File: src/rtl/hrcs_pkg.sv
package hrcs_pkg;

  // bits of the sum vector that address the residue table
  localparam int unsigned KB = 4;

  typedef enum logic [1:0] {
    ST_IDLE,
    ST_RUN,
    ST_CONV,
    ST_CORR
  } hrcs_state_e;

  // number of digits: all but the top one are dw bits wide, the top one
  // keeps at least 6 bits so that boundary carries stay below bit n-2
  function automatic int unsigned digit_count(input int unsigned n, input int unsigned dw);
    return ((n + 2 - 6) / dw) + 1;
  endfunction

  function automatic int unsigned top_width(input int unsigned n, input int unsigned dw);
    return (n + 2) - (digit_count(n, dw) - 1) * dw;
  endfunction

endpackage

File: src/rtl/hrcs_tbl.sv
module hrcs_tbl
  import hrcs_pkg::*;
#(
  parameter int unsigned N   = 16,
  parameter logic [N-1:0] MOD = 16'hFFF1
) (
  input  logic [KB-1:0] k,
  output logic [N-1:0]  res
);
  localparam int unsigned S    = N - 2;
  localparam int unsigned ENT  = 1 << KB;
  localparam logic [N+4:0] MEXT = {5'b0, MOD};

  logic [N-1:0] rom [ENT];

  // entry e = (e * 2^S) mod M, folded at elaboration
  for (genvar e = 0; e < ENT; e++) begin : g_ent
    localparam logic [N+4:0] RAW = ((N+5)'(e) << S) % MEXT;
    assign rom[e] = RAW[N-1:0];
  end

  assign res = rom[k];

endmodule

File: src/rtl/hrcs_digit.sv
module hrcs_digit #(
  parameter int unsigned WD = 4
) (
  input  logic [WD-1:0] a,
  input  logic [WD-1:0] b,
  input  logic [WD-1:0] c,
  input  logic [WD-1:0] d,
  output logic [WD-1:0] sum,
  output logic [1:0]    cout
);
  logic [WD+1:0] tot;

  // four-operand ripple add confined to one digit
  always_comb begin
    tot  = {2'b0, a} + {2'b0, b} + {2'b0, c} + {2'b0, d};
    sum  = tot[WD-1:0];
    cout = tot[WD+1:WD];
  end

endmodule

File: src/rtl/hrcs_step.sv
module hrcs_step
  import hrcs_pkg::*;
#(
  parameter int unsigned N   = 16,
  parameter int unsigned DW  = 4,
  parameter logic [N-1:0] MOD = 16'hFFF1
) (
  input  logic [N+1:0] ps,
  input  logic [N+1:0] cv,
  input  logic         xbit,
  input  logic [N-1:0] y,
  output logic [N+1:0] ps_nxt,
  output logic [N+1:0] cv_nxt,
  output logic [1:0]   top_carry
);
  localparam int unsigned WS = N + 2;
  localparam int unsigned S  = N - 2;
  localparam int unsigned ND = digit_count(N, DW);
  localparam int unsigned WT = top_width(N, DW);

  logic [KB-1:0] k;
  logic [S-1:0]  low;
  logic [N-1:0]  tab;
  logic [WS-1:0] op_y, op_t, op_l, op_c;
  logic [1:0]    cy [ND];

  assign k   = ps[WS-1:S];
  assign low = ps[S-1:0];

  hrcs_tbl #(.N(N), .MOD(MOD)) u_tbl (
    .k   (k),
    .res (tab)
  );

  // value: x*Y + 2*table[k] + 2*low + 2*carries, congruent to 2P + x*Y
  always_comb begin
    op_y = {2'b00, (xbit ? y : '0)};
    op_t = {1'b0, tab, 1'b0};
    op_l = {{(WS-S-1){1'b0}}, low, 1'b0};
    op_c = cv << 1;
  end

  for (genvar j = 0; j < ND; j++) begin : g_dig
    localparam int unsigned LO = j * DW;
    localparam int unsigned WD = (j == ND - 1) ? WT : DW;
    hrcs_digit #(.WD(WD)) u_dig (
      .a    (op_y[LO +: WD]),
      .b    (op_t[LO +: WD]),
      .c    (op_l[LO +: WD]),
      .d    (op_c[LO +: WD]),
      .sum  (ps_nxt[LO +: WD]),
      .cout (cy[j])
    );
  end

  always_comb begin
    cv_nxt = '0;
    for (int j = 1; j < ND; j++) begin
      cv_nxt[j*DW +: 2] = cy[j-1];
    end
  end

  assign top_carry = cy[ND-1];

endmodule

File: src/rtl/hrcs_modmul.sv
module hrcs_modmul
  import hrcs_pkg::*;
#(
  parameter int unsigned N   = 16,
  parameter int unsigned R   = 16,
  parameter int unsigned DW  = 4,
  parameter logic [N-1:0] MOD = 16'hFFF1
) (
  input  logic         clk,
  input  logic         rst_n,
  input  logic         in_valid,
  output logic         in_ready,
  input  logic [R-1:0] in_x,
  input  logic [N-1:0] in_y,
  output logic         out_valid,
  output logic [N-1:0] out_prod
);
  localparam int unsigned WS = N + 2;
  localparam int unsigned CW = $clog2(R + 2);

  hrcs_state_e   state;
  logic [CW-1:0] cnt;
  logic [R-1:0]  xr;
  logic [N-1:0]  yr;
  logic [WS-1:0] ps, cv, ps_nxt, cv_nxt;
  logic [1:0]    top_carry;
  logic [WS:0]   vsum;
  logic [WS-1:0] half;
  logic [WS-1:0] two_m;
  logic          take;

  assign in_ready = (state == ST_IDLE);
  assign take     = in_valid && in_ready;
  assign half     = vsum[WS:1];
  assign two_m    = {1'b0, MOD, 1'b0};

  hrcs_step #(.N(N), .DW(DW), .MOD(MOD)) u_step (
    .ps        (ps),
    .cv        (cv),
    .xbit      (xr[R-1]),
    .y         (yr),
    .ps_nxt    (ps_nxt),
    .cv_nxt    (cv_nxt),
    .top_carry (top_carry)
  );

  // control, redundant accumulator, conversion and correction
  always_ff @(posedge clk or negedge rst_n) begin
    if (!rst_n) begin
      state     <= ST_IDLE;
      cnt       <= '0;
      xr        <= '0;
      yr        <= '0;
      ps        <= '0;
      cv        <= '0;
      vsum      <= '0;
      out_valid <= 1'b0;
      out_prod  <= '0;
    end else begin
      out_valid <= 1'b0;
      case (state)
        ST_IDLE: begin
          if (take) begin
            xr    <= in_x;
            yr    <= in_y;
            ps    <= '0;
            cv    <= '0;
            cnt   <= CW'(R);
            state <= ST_RUN;
          end
        end
        ST_RUN: begin
          // shifting in zeros makes the last of R+1 steps the zero step
          ps <= ps_nxt;
          cv <= cv_nxt;
          xr <= xr << 1;
          if (cnt == '0) state <= ST_CONV;
          else           cnt   <= cnt - 1'b1;
        end
        ST_CONV: begin
          vsum  <= {1'b0, ps} + {1'b0, cv};
          state <= ST_CORR;
        end
        ST_CORR: begin
          if (half >= {2'b00, MOD}) out_prod <= N'(half - {2'b00, MOD});
          else                      out_prod <= half[N-1:0];
          out_valid <= 1'b1;
          state     <= ST_IDLE;
        end
        default: state <= ST_IDLE;
      endcase
    end
  end

  // the top digit never carries out of the N+2-bit sum vector
  p_top_no_carry_r7: assert property (@(posedge clk) disable iff (!rst_n)
    (state == ST_RUN) |-> (top_carry == 2'b00));

  // converted value is even and its half lies below 2M
  p_half_bound_r9: assert property (@(posedge clk) disable iff (!rst_n)
    (state == ST_CORR) |-> (!vsum[0] && (half < two_m)));

  // a delivered result is fully reduced
  p_reduced_r5: assert property (@(posedge clk) disable iff (!rst_n)
    out_valid |-> (out_prod < MOD));

  // the result strobe lasts one cycle
  p_strobe_one_r4: assert property (@(posedge clk) disable iff (!rst_n)
    out_valid |=> !out_valid);

  // result held between strobes
  p_hold_r6: assert property (@(posedge clk) disable iff (!rst_n)
    !out_valid |-> $stable(out_prod));

  // an accepted request makes the block busy next cycle
  p_busy_after_take_r2: assert property (@(posedge clk) disable iff (!rst_n)
    take |=> !in_ready);

  // a request while busy leaves the latched operand untouched
  p_busy_ignore_r3: assert property (@(posedge clk) disable iff (!rst_n)
    (in_valid && !in_ready) |=> $stable(yr));

endmodule

File: config.mk
export PLATFORM = sky130hd
export DESIGN_NAME = hrcs_modmul
export DESIGN_NICKNAME = d
export VERILOG_FILES = /design/src/rtl/hrcs_pkg.sv /design/src/rtl/hrcs_tbl.sv /design/src/rtl/hrcs_digit.sv /design/src/rtl/hrcs_step.sv /design/src/rtl/hrcs_modmul.sv
export SDC_FILE = /design/constraint.sdc
export NUM_CORES = 1
export LEC_CHECK = 0
export BUFFER_PORTS_ARGS = -buffer_cell sky130_fd_sc_hd__buf_2
export CORE_ASPECT_RATIO = 1.5
export CORE_MARGIN = 5
export CORE_UTILIZATION = 50
export DETAILED_ROUTE_END_ITERATION = 8
export GPL_ROUTABILITY_DRIVEN = 1
export GPL_TIMING_DRIVEN = 0
export PLACE_DENSITY = 0.78
export RECOVER_POWER = 50
export SYNTH_ARGS = -nofsm -noshare
export SYNTH_HDL_FRONTEND = slang
export SYNTH_HIERARCHICAL = 1
export SYNTH_SLANG_ARGS = --single-unit
export TNS_END_PERCENT = 30
File: constraint.sdc
create_clock -name clk -period 3.1 [get_ports clk]
set_clock_uncertainty 0.15 [all_clocks]
set_input_delay 0 -clock clk [delete_from_list [all_inputs] [get_ports clk]]
set_output_delay 0 -clock clk [all_outputs]
set_load 0.02 [all_outputs]
==> results of run 1 <==
==> worst min-delay path: stages <==
cell and delay (ps):
dlygate4sd3_1 510, buf_2 90, mux2_2 120
==> state kept, by name (all words and copies together), names as in the netlist <==
name / count
cnt: 5
cv: 18
out_prod: 16
out_valid: 1
ps: 18
state: 2
vsum: 18
xr: 16
yr: 16
==> power groups by stage <==
stage,combinational (mW),sequential (mW),clock (mW)
after CTS,6.12,2.68,1.19
final,6.43,2.70,1.17
after floorplan,4.63,2.67,0
after global routing,7.21,2.78,1.24
after detailed placement,5.97,2.70,0
after global placement,5.71,2.68,0
==> layer usage <==
metal / vias up / part of all wire [%] / global-route usage (%)
met4: 0 / 2.7 / 7.20
met5: - / 0 / 0
met1: 2728 / 40 / 22.6
li1: 2712 / - / -
met2: 144 / 54 / 34.5
met3: 40 / 3.3 / 2.07
==> through the flow <==
stage	hold slack (ps)	total power, mW	setup WS [ps]
after global routing	248	11.2	-111
after floorplan	-446	7.30	98.0
after detailed placement	-117	8.68	-210
final	243	10.3	-32.6
after global placement	81.4	8.38	-132
after CTS	52.1	9.99	-11.1
==> final timing paths <==
path,end,cells after the start,start
worst max-delay path,ps[17]$_DFFE_PN0P_,11,xr[15]$_DFFE_PN0P_
worst min-delay path,yr[3]$_DFFE_PN0P_,3,in_y[3]
worst max register to register,ps[17]$_DFFE_PN0P_,11,xr[15]$_DFFE_PN0P_
worst min register to register,xr[10]$_DFFE_PN0P_,2,xr[10]$_DFFE_PN0P_
max in group asynchronous,vsum[15]$_DFFE_PN0P_,3,rst_n
min in group asynchronous,yr[10]$_DFFE_PN0P_,2,rst_n
==> what timing repair did <==
action | 4_1_cts | 5_1_grt
gates cloned | 0 | 1
pin swaps | 5 | 22
resized for setup | 8 | 19
hold buffers | 36 | 0
endpoints found under the hold margin | 143 | 0
setup buffers | 2 | 2
setup endpoints to repair | 11 | 13
==> area by class of cell <==
cell class,instances,area (µm²)
clock buffers,10,239
fillers,1226,5760
well taps,196,245
plain buffers,51,293
multi-input cells,504,4200
flip-flops and latches,110,2760
repair buffers,94,662
clock inverters,6,63.8
inverters,101,379
==> results by group, run 1 <==
Critical path
  – Worst Setup Path Type: register to register
  – Crit path cell chain: buf_2 -> and2_1 -> fa_2 -> fa_1 -> ha_2 -> inv_2 -> fa_2 -> nor2b_4 -> o31a_1 -> a21oi_1 -> a22o_1
  – Startpoint Class: register
  – WP data arrival: between 3000 and 4000 ps
  – CP Max Fanout: 5
  – Worst Setup End Kind: register
  – Slowest stage delay, CP: around 520 ps
  – Worst path slowest cell: fa_1
  – Worst Path Required: 3200 ps
  – Worst path buffer plus inverter count: 2
  – Top Family by Delay on Critical Path: adder cells
  – R2R setup slack: -30 ps
  – Cell mode on critical path: fa_2

Layout
  – Final cell count without fillers: 1,072
  – Highest-count cells in the layout ignoring fill and taps: 107 x dfrtp_1, 96 x inv_1, 43 x ha_1
  – Finished Cell Area: about 8800 µm²
  – Nets: 992
  – Syn-to-layout area delta: 18.6%
  – Layout cell share with drive strength beyond 1: between 15 and 20%
  – Most common cell after layout, fill and taps aside: dfrtp_1
  – Post-layout util: 60.6%
  – ANT cells: 0

GRT
  – Initial antenna violation count: 0
  – First-pass GRT wire length: between 20 and 30 mm
  – Total gr overflow: 0
  – Vias in the first global route: between 5,000 and 6,000
  – Pin count of the biggest net entering global routing: 69
  – GRT Total Usage: about a fifth

Outcome
  – Outcome: finished, violations left
  – Violated checks: setup timing

Timing
  – Worst Slack Setup Final: -32.6 ps
  – Unrepaired setup endpoints after global routing: true
  – Setup TNS: -32.6 ps
  – Max_slew headroom: 23.2%
  – Tcrit/Tclk final: 101%
  – Least-Margin Pin Slew: about 1200 ps
  – Tmin final: roughly 3100 ps
  – Hold Vio Cnt, Final: 0
  – Slew Limit Fails: 0
  – # setup viols final: 1
  – FMAX: between 300 and 400 MHz

Route
  – WL final: between 15 and 20 mm
  – Via-per-instance ratio: between 5 and 6
  – # DRC: 0
  – Post-route ant nets: 0
  – Average wire per standard cell: 15.1 µm
  – Drt pass-1 iters: 4
  – DR vias: around 5,600
  – DR iter-0 viols: between 200 and 300

Placement
  – Gpl congestion: around 0.91
  – Area after DPL: roughly 8000 µm²
  – DP HPWL: around 12 mm
  – Buffers on Ports: 52
  – Post-Place Cells: roughly 1,000

Worst hold path
  – Hold crit path type: input port to register

Floorplanning
  – Row count: 54
  – Die width: 110 µm
  – Chip Height: ~160 µm
  – Die Area: 17,500 µm²
  – IO Pins: 53
  – Initial Util: about half
  – Core area: approximately 15,000 µm²

Pwr
  – NetSw: around 4.6 mW
  – P per Cell Area: between 1000 and 1500 nW/µm²
  – Sw frac: 44.9%
  – Power share of the clock group: between 10 and 15%
  – Sequential share of power: a little over a quarter
  – Pleak: about 4.1 nW
  – Maximum VDD drop: 504 µV
  – Combinational group share of total power: about 62%
  – Internal Dissipation: between 5 and 6 mW

Clock tree
  – Longest Clk Path Bufs: 2
  – TritonCTS clock tree: yes
  – H-tree depth: 3
  – Clock sink total: 110
  – Clk_lat worst skew: roughly 360 ps
  – Reg clk slew, reported paths: about 80 ps
  – CTS root buf: clkbuf_16
  – CTS Buf Count: 9

Job
  – Max cap viols: 0

Yosys
  – Avg Cell Area, Syn: roughly 10 µm²
  – Synth Cell Area: approximately 7500 µm²
  – Post-synthesis instance total: roughly 740
  – Ys Warns: 6
Power figures use the tool's default switching activity.
==> inputs of run 2 (changes only) <==
- BUFFER_PORTS_ARGS: -buffer_cell sky130_fd_sc_hd__buf_2 -> not set
- DONT_BUFFER_PORTS: not set -> 1
- PLACE_DENSITY: 0.78 -> 0.75
- SLEW_MARGIN: not set -> 10
- clock period: 3.1 -> 2.6 ns (I/O delays scaled with it)
==> run 2 against run 1 <==
The flow finishes with violations (hold timing, setup timing); global-route usage down 0.22 points; worst hold slack got worse by 1100 ps; final cell count is 5.3% lower; sequential share of layout area rose by 0.88 points; critical path depth is 2 higher; setup slack lost 480 ps; fmax grew 0.49%; core utilization is 1.7 points lower; combinational power increased by 14%; register-to-register slack lost 480 ps; sequential power up 26%; largest cell class unchanged; largest power group unchanged.
==> results by group, run 2 (synthesis gave the netlist of run 1 again) <==
Placement
  – DP HPWL: 11.3 mm (-3.8%)
  – Buffers on Ports: 0 (-100%)
  – Gpl congestion: 0.859 (-5.8%)
  – Post-Place Cells: 962 (-5.2%)

Clock tree
  – Cts hold-fix bufs: 34 (-5.6%)
  – Clock sink total: 110 (unchanged)
  – CTS Buf Count: 9 (unchanged)
  – H-tree depth: 3 (unchanged)
  – Longest Clk Path Bufs: 2 (unchanged)
  – CTS root buf: clkbuf_16
  – Reg clk slew, reported paths: 80 ps (about the same)
  – Clk_lat worst skew: 350 ps (about the same)
  – TritonCTS clock tree: yes

Critical path
  – R2R setup slack: -520 ps (-480 ps)
  – Worst Setup Path Type: register to register
  – Crit. Startpoint: xr[15]$_DFFE_PN0P_
  – WP data arrival: 3210 ps (-30 ps)
  – Worst Setup End Kind: register
  – Reg2reg path depth: 13 (+2)
  – CP Max Fanout: 3 (-2)
  – Worst Path Required: 2690 ps (-510 ps)
  – Worst Setup EP: ps[17]$_DFFE_PN0P_
  – Startpoint Class: register
  – Worst R2R End: ps[17]$_DFFE_PN0P_
  – Worst r2r src: xr[15]$_DFFE_PN0P_

Timing
  – Max_slew headroom: 28.2% (+5.0 points)
  – Least-Margin Pin Slew: 1060 ps (-88.8 ps)
  – Hold WS: -817 ps (-1060 ps)
  – Setup TNS: -6270 ps (-6230 ps)
  – Unrepaired setup endpoints after global routing: true
  – Slew Limit Fails: 0 (unchanged)
  – Tcrit/Tclk final: 120% (+19 points)
  – Worst Slack Setup Final: -517 ps (-485 ps)
  – FMAX: 321 MHz (+0.49%)
  – Tmin final: 3120 ps (-15.2 ps)
  – # setup viols final: 16 (+15)
  – Hold Vio Cnt, Final: 110 (+110)

Pwr
  – Maximum VDD drop: 785 µV (+56%)
  – P per Cell Area: 1400 nW/µm² (+20%)
  – Pleak: 3.91 nW (-4.1%)
  – Final Power: 12.0 mW (+17%)

GRT
  – Total gr overflow: 0 (unchanged)
  – Vias in the first global route: 5,598 (-0.53%)
  – Pin count of the biggest net entering global routing: 111 (+61%)
  – Initial antenna violation count: 0 (unchanged)
  – GRT Total Usage: 18.8% (-0.22 points)
  – First-pass GRT wire length: 26.4 mm (-0.41%)

Layout
  – Largest regs: cv x18, ps x18, vsum x18
  – Multi-input combinational cell area: 4260 µm² (+1.5%)
  – Syn-to-layout area delta: 15.3%
  – ANT cells: 0 (unchanged)
  – Layout cell share with drive strength beyond 1: 17.0% (-0.72 points)
  – Highest-count cells in the layout ignoring fill and taps: 107 x dfrtp_1, 89 x inv_1, 41 x ha_1
  – Fill cells: 1,219 (-0.57%)
  – Most common cell after layout, fill and taps aside: dfrtp_1
  – Post-layout util: 58.9% (-1.7 points)
  – Register area: 2760 µm² (unchanged)
  – Nets: 935 (-5.7%)
  – Final cell count without fillers: 1,015 (-5.3%)

Route
  – DR vias: 5,228 (-7.0%)
  – DR iter-0 viols: 217 (-24%)
  – # DRC: 0 (unchanged)
  – Post-route ant nets: 0 (unchanged)
  – WL final: 15.2 mm (-6.2%)
  – Via-per-instance ratio: 5.15 (-1.8%)
  – Average wire per standard cell: 14.9 µm (-0.95%)
  – Drt pass-1 iters: 5 (+1)

Floorplanning
  – Chip Height: 160 µm (unchanged)
  – Die width: 110 µm (unchanged)
  – IO Pins: 53 (unchanged)
  – Core area: 14,600 µm² (unchanged)
  – Die Area: 17,500 µm² (unchanged)
  – Row count: 54 (unchanged)
  – Initial Util: 51.1% (unchanged)

Outcome
  – Outcome: finished, violations left
  – Violated checks: hold timing, setup timing

Job
  – Max cap viols: 0 (unchanged)

Worst hold path
  – Hold crit path type: input port to async pin
[run 2: timing repair]
action	4_1_cts	5_1_grt
resized for setup	12	22
hold endpoints to repair	144	110
endpoints found under the setup margin	39	40
setup buffers	3	0
pin swaps	1	3
[run 2: power breakdown]
group	internal (mW)	switching, mW	total, mW
registers	2.54	0.849	3.39
clock network	0.673	0.672	1.35
logic	3.50	3.81	7.31
[run 2: layout make-up]
class	count	area share, %
multi-input combinational	504	49.6
sequential	110	32.1
clock inverter	7	0.742
inverter	101	4.41
buffer	51	3.48
tap	196	2.85
timing repair buffer	37	4.26
clock buffer	9	2.62
[run 2: how the worst min path moves through the flow]
| stage | startpoint | end | slack (ps) | cells after the start |
|---|---|---|---|---|
| after CTS | rst_n | yr[12]$_DFFE_PN0P_ | -830 | 0 |
| final | rst_n | xr[3]$_DFFE_PN0P_ | -820 | 0 |
| after floorplan | rst_n | cnt[0]$_DFFE_PN0P_ | -450 | 0 |
| after detailed placement | rst_n | yr[12]$_DFFE_PN0P_ | -440 | 0 |
| after global placement | rst_n | yr[11]$_DFFE_PN0P_ | -440 | 0 |
| after global routing | rst_n | xr[7]$_DFFE_PN0P_ | -830 | 0 |
[run 2: worst max-delay path, stage by stage, from the launching register on]
cell and delay [ps]:
dfrtp_2 420, buf_6 110, and2_4 140, inv_2 40, fa_1 490, inv_1 50
fa_1 480, ha_2 190, inv_2 40, fa_2 390, nor2b_4 120, o31a_1 150
a21oi_2 40, a22o_1 180
[run 2: through the flow]
| stage | cell area, µm² | hold slack (ps) | worst slack (ps) |
|---|---|---|---|
| floorplan | 7600 | -446 | -292 |
| global placement | 7850 | -440 | -582 |
| detailed placement | 7850 | -441 | -636 |
| CTS | 8540 | -829 | -511 |
| global route | 8600 | -832 | -600 |
| finish | 8600 | -817 | -517 |
[run 2: routing by layer]
layer / routed length, µm / GRT usage [%] / vias up / part of all wire (%)
li1: - / - / 2593 / -
met2: 8290 / 33.7 / 76 / 55
met5: 0 / 0 / - / 0
met4: 316 / 6.47 / 0 / 2.1
met3: 369 / 2.72 / 24 / 2.4
met1: 6180 / 22.6 / 2535 / 41
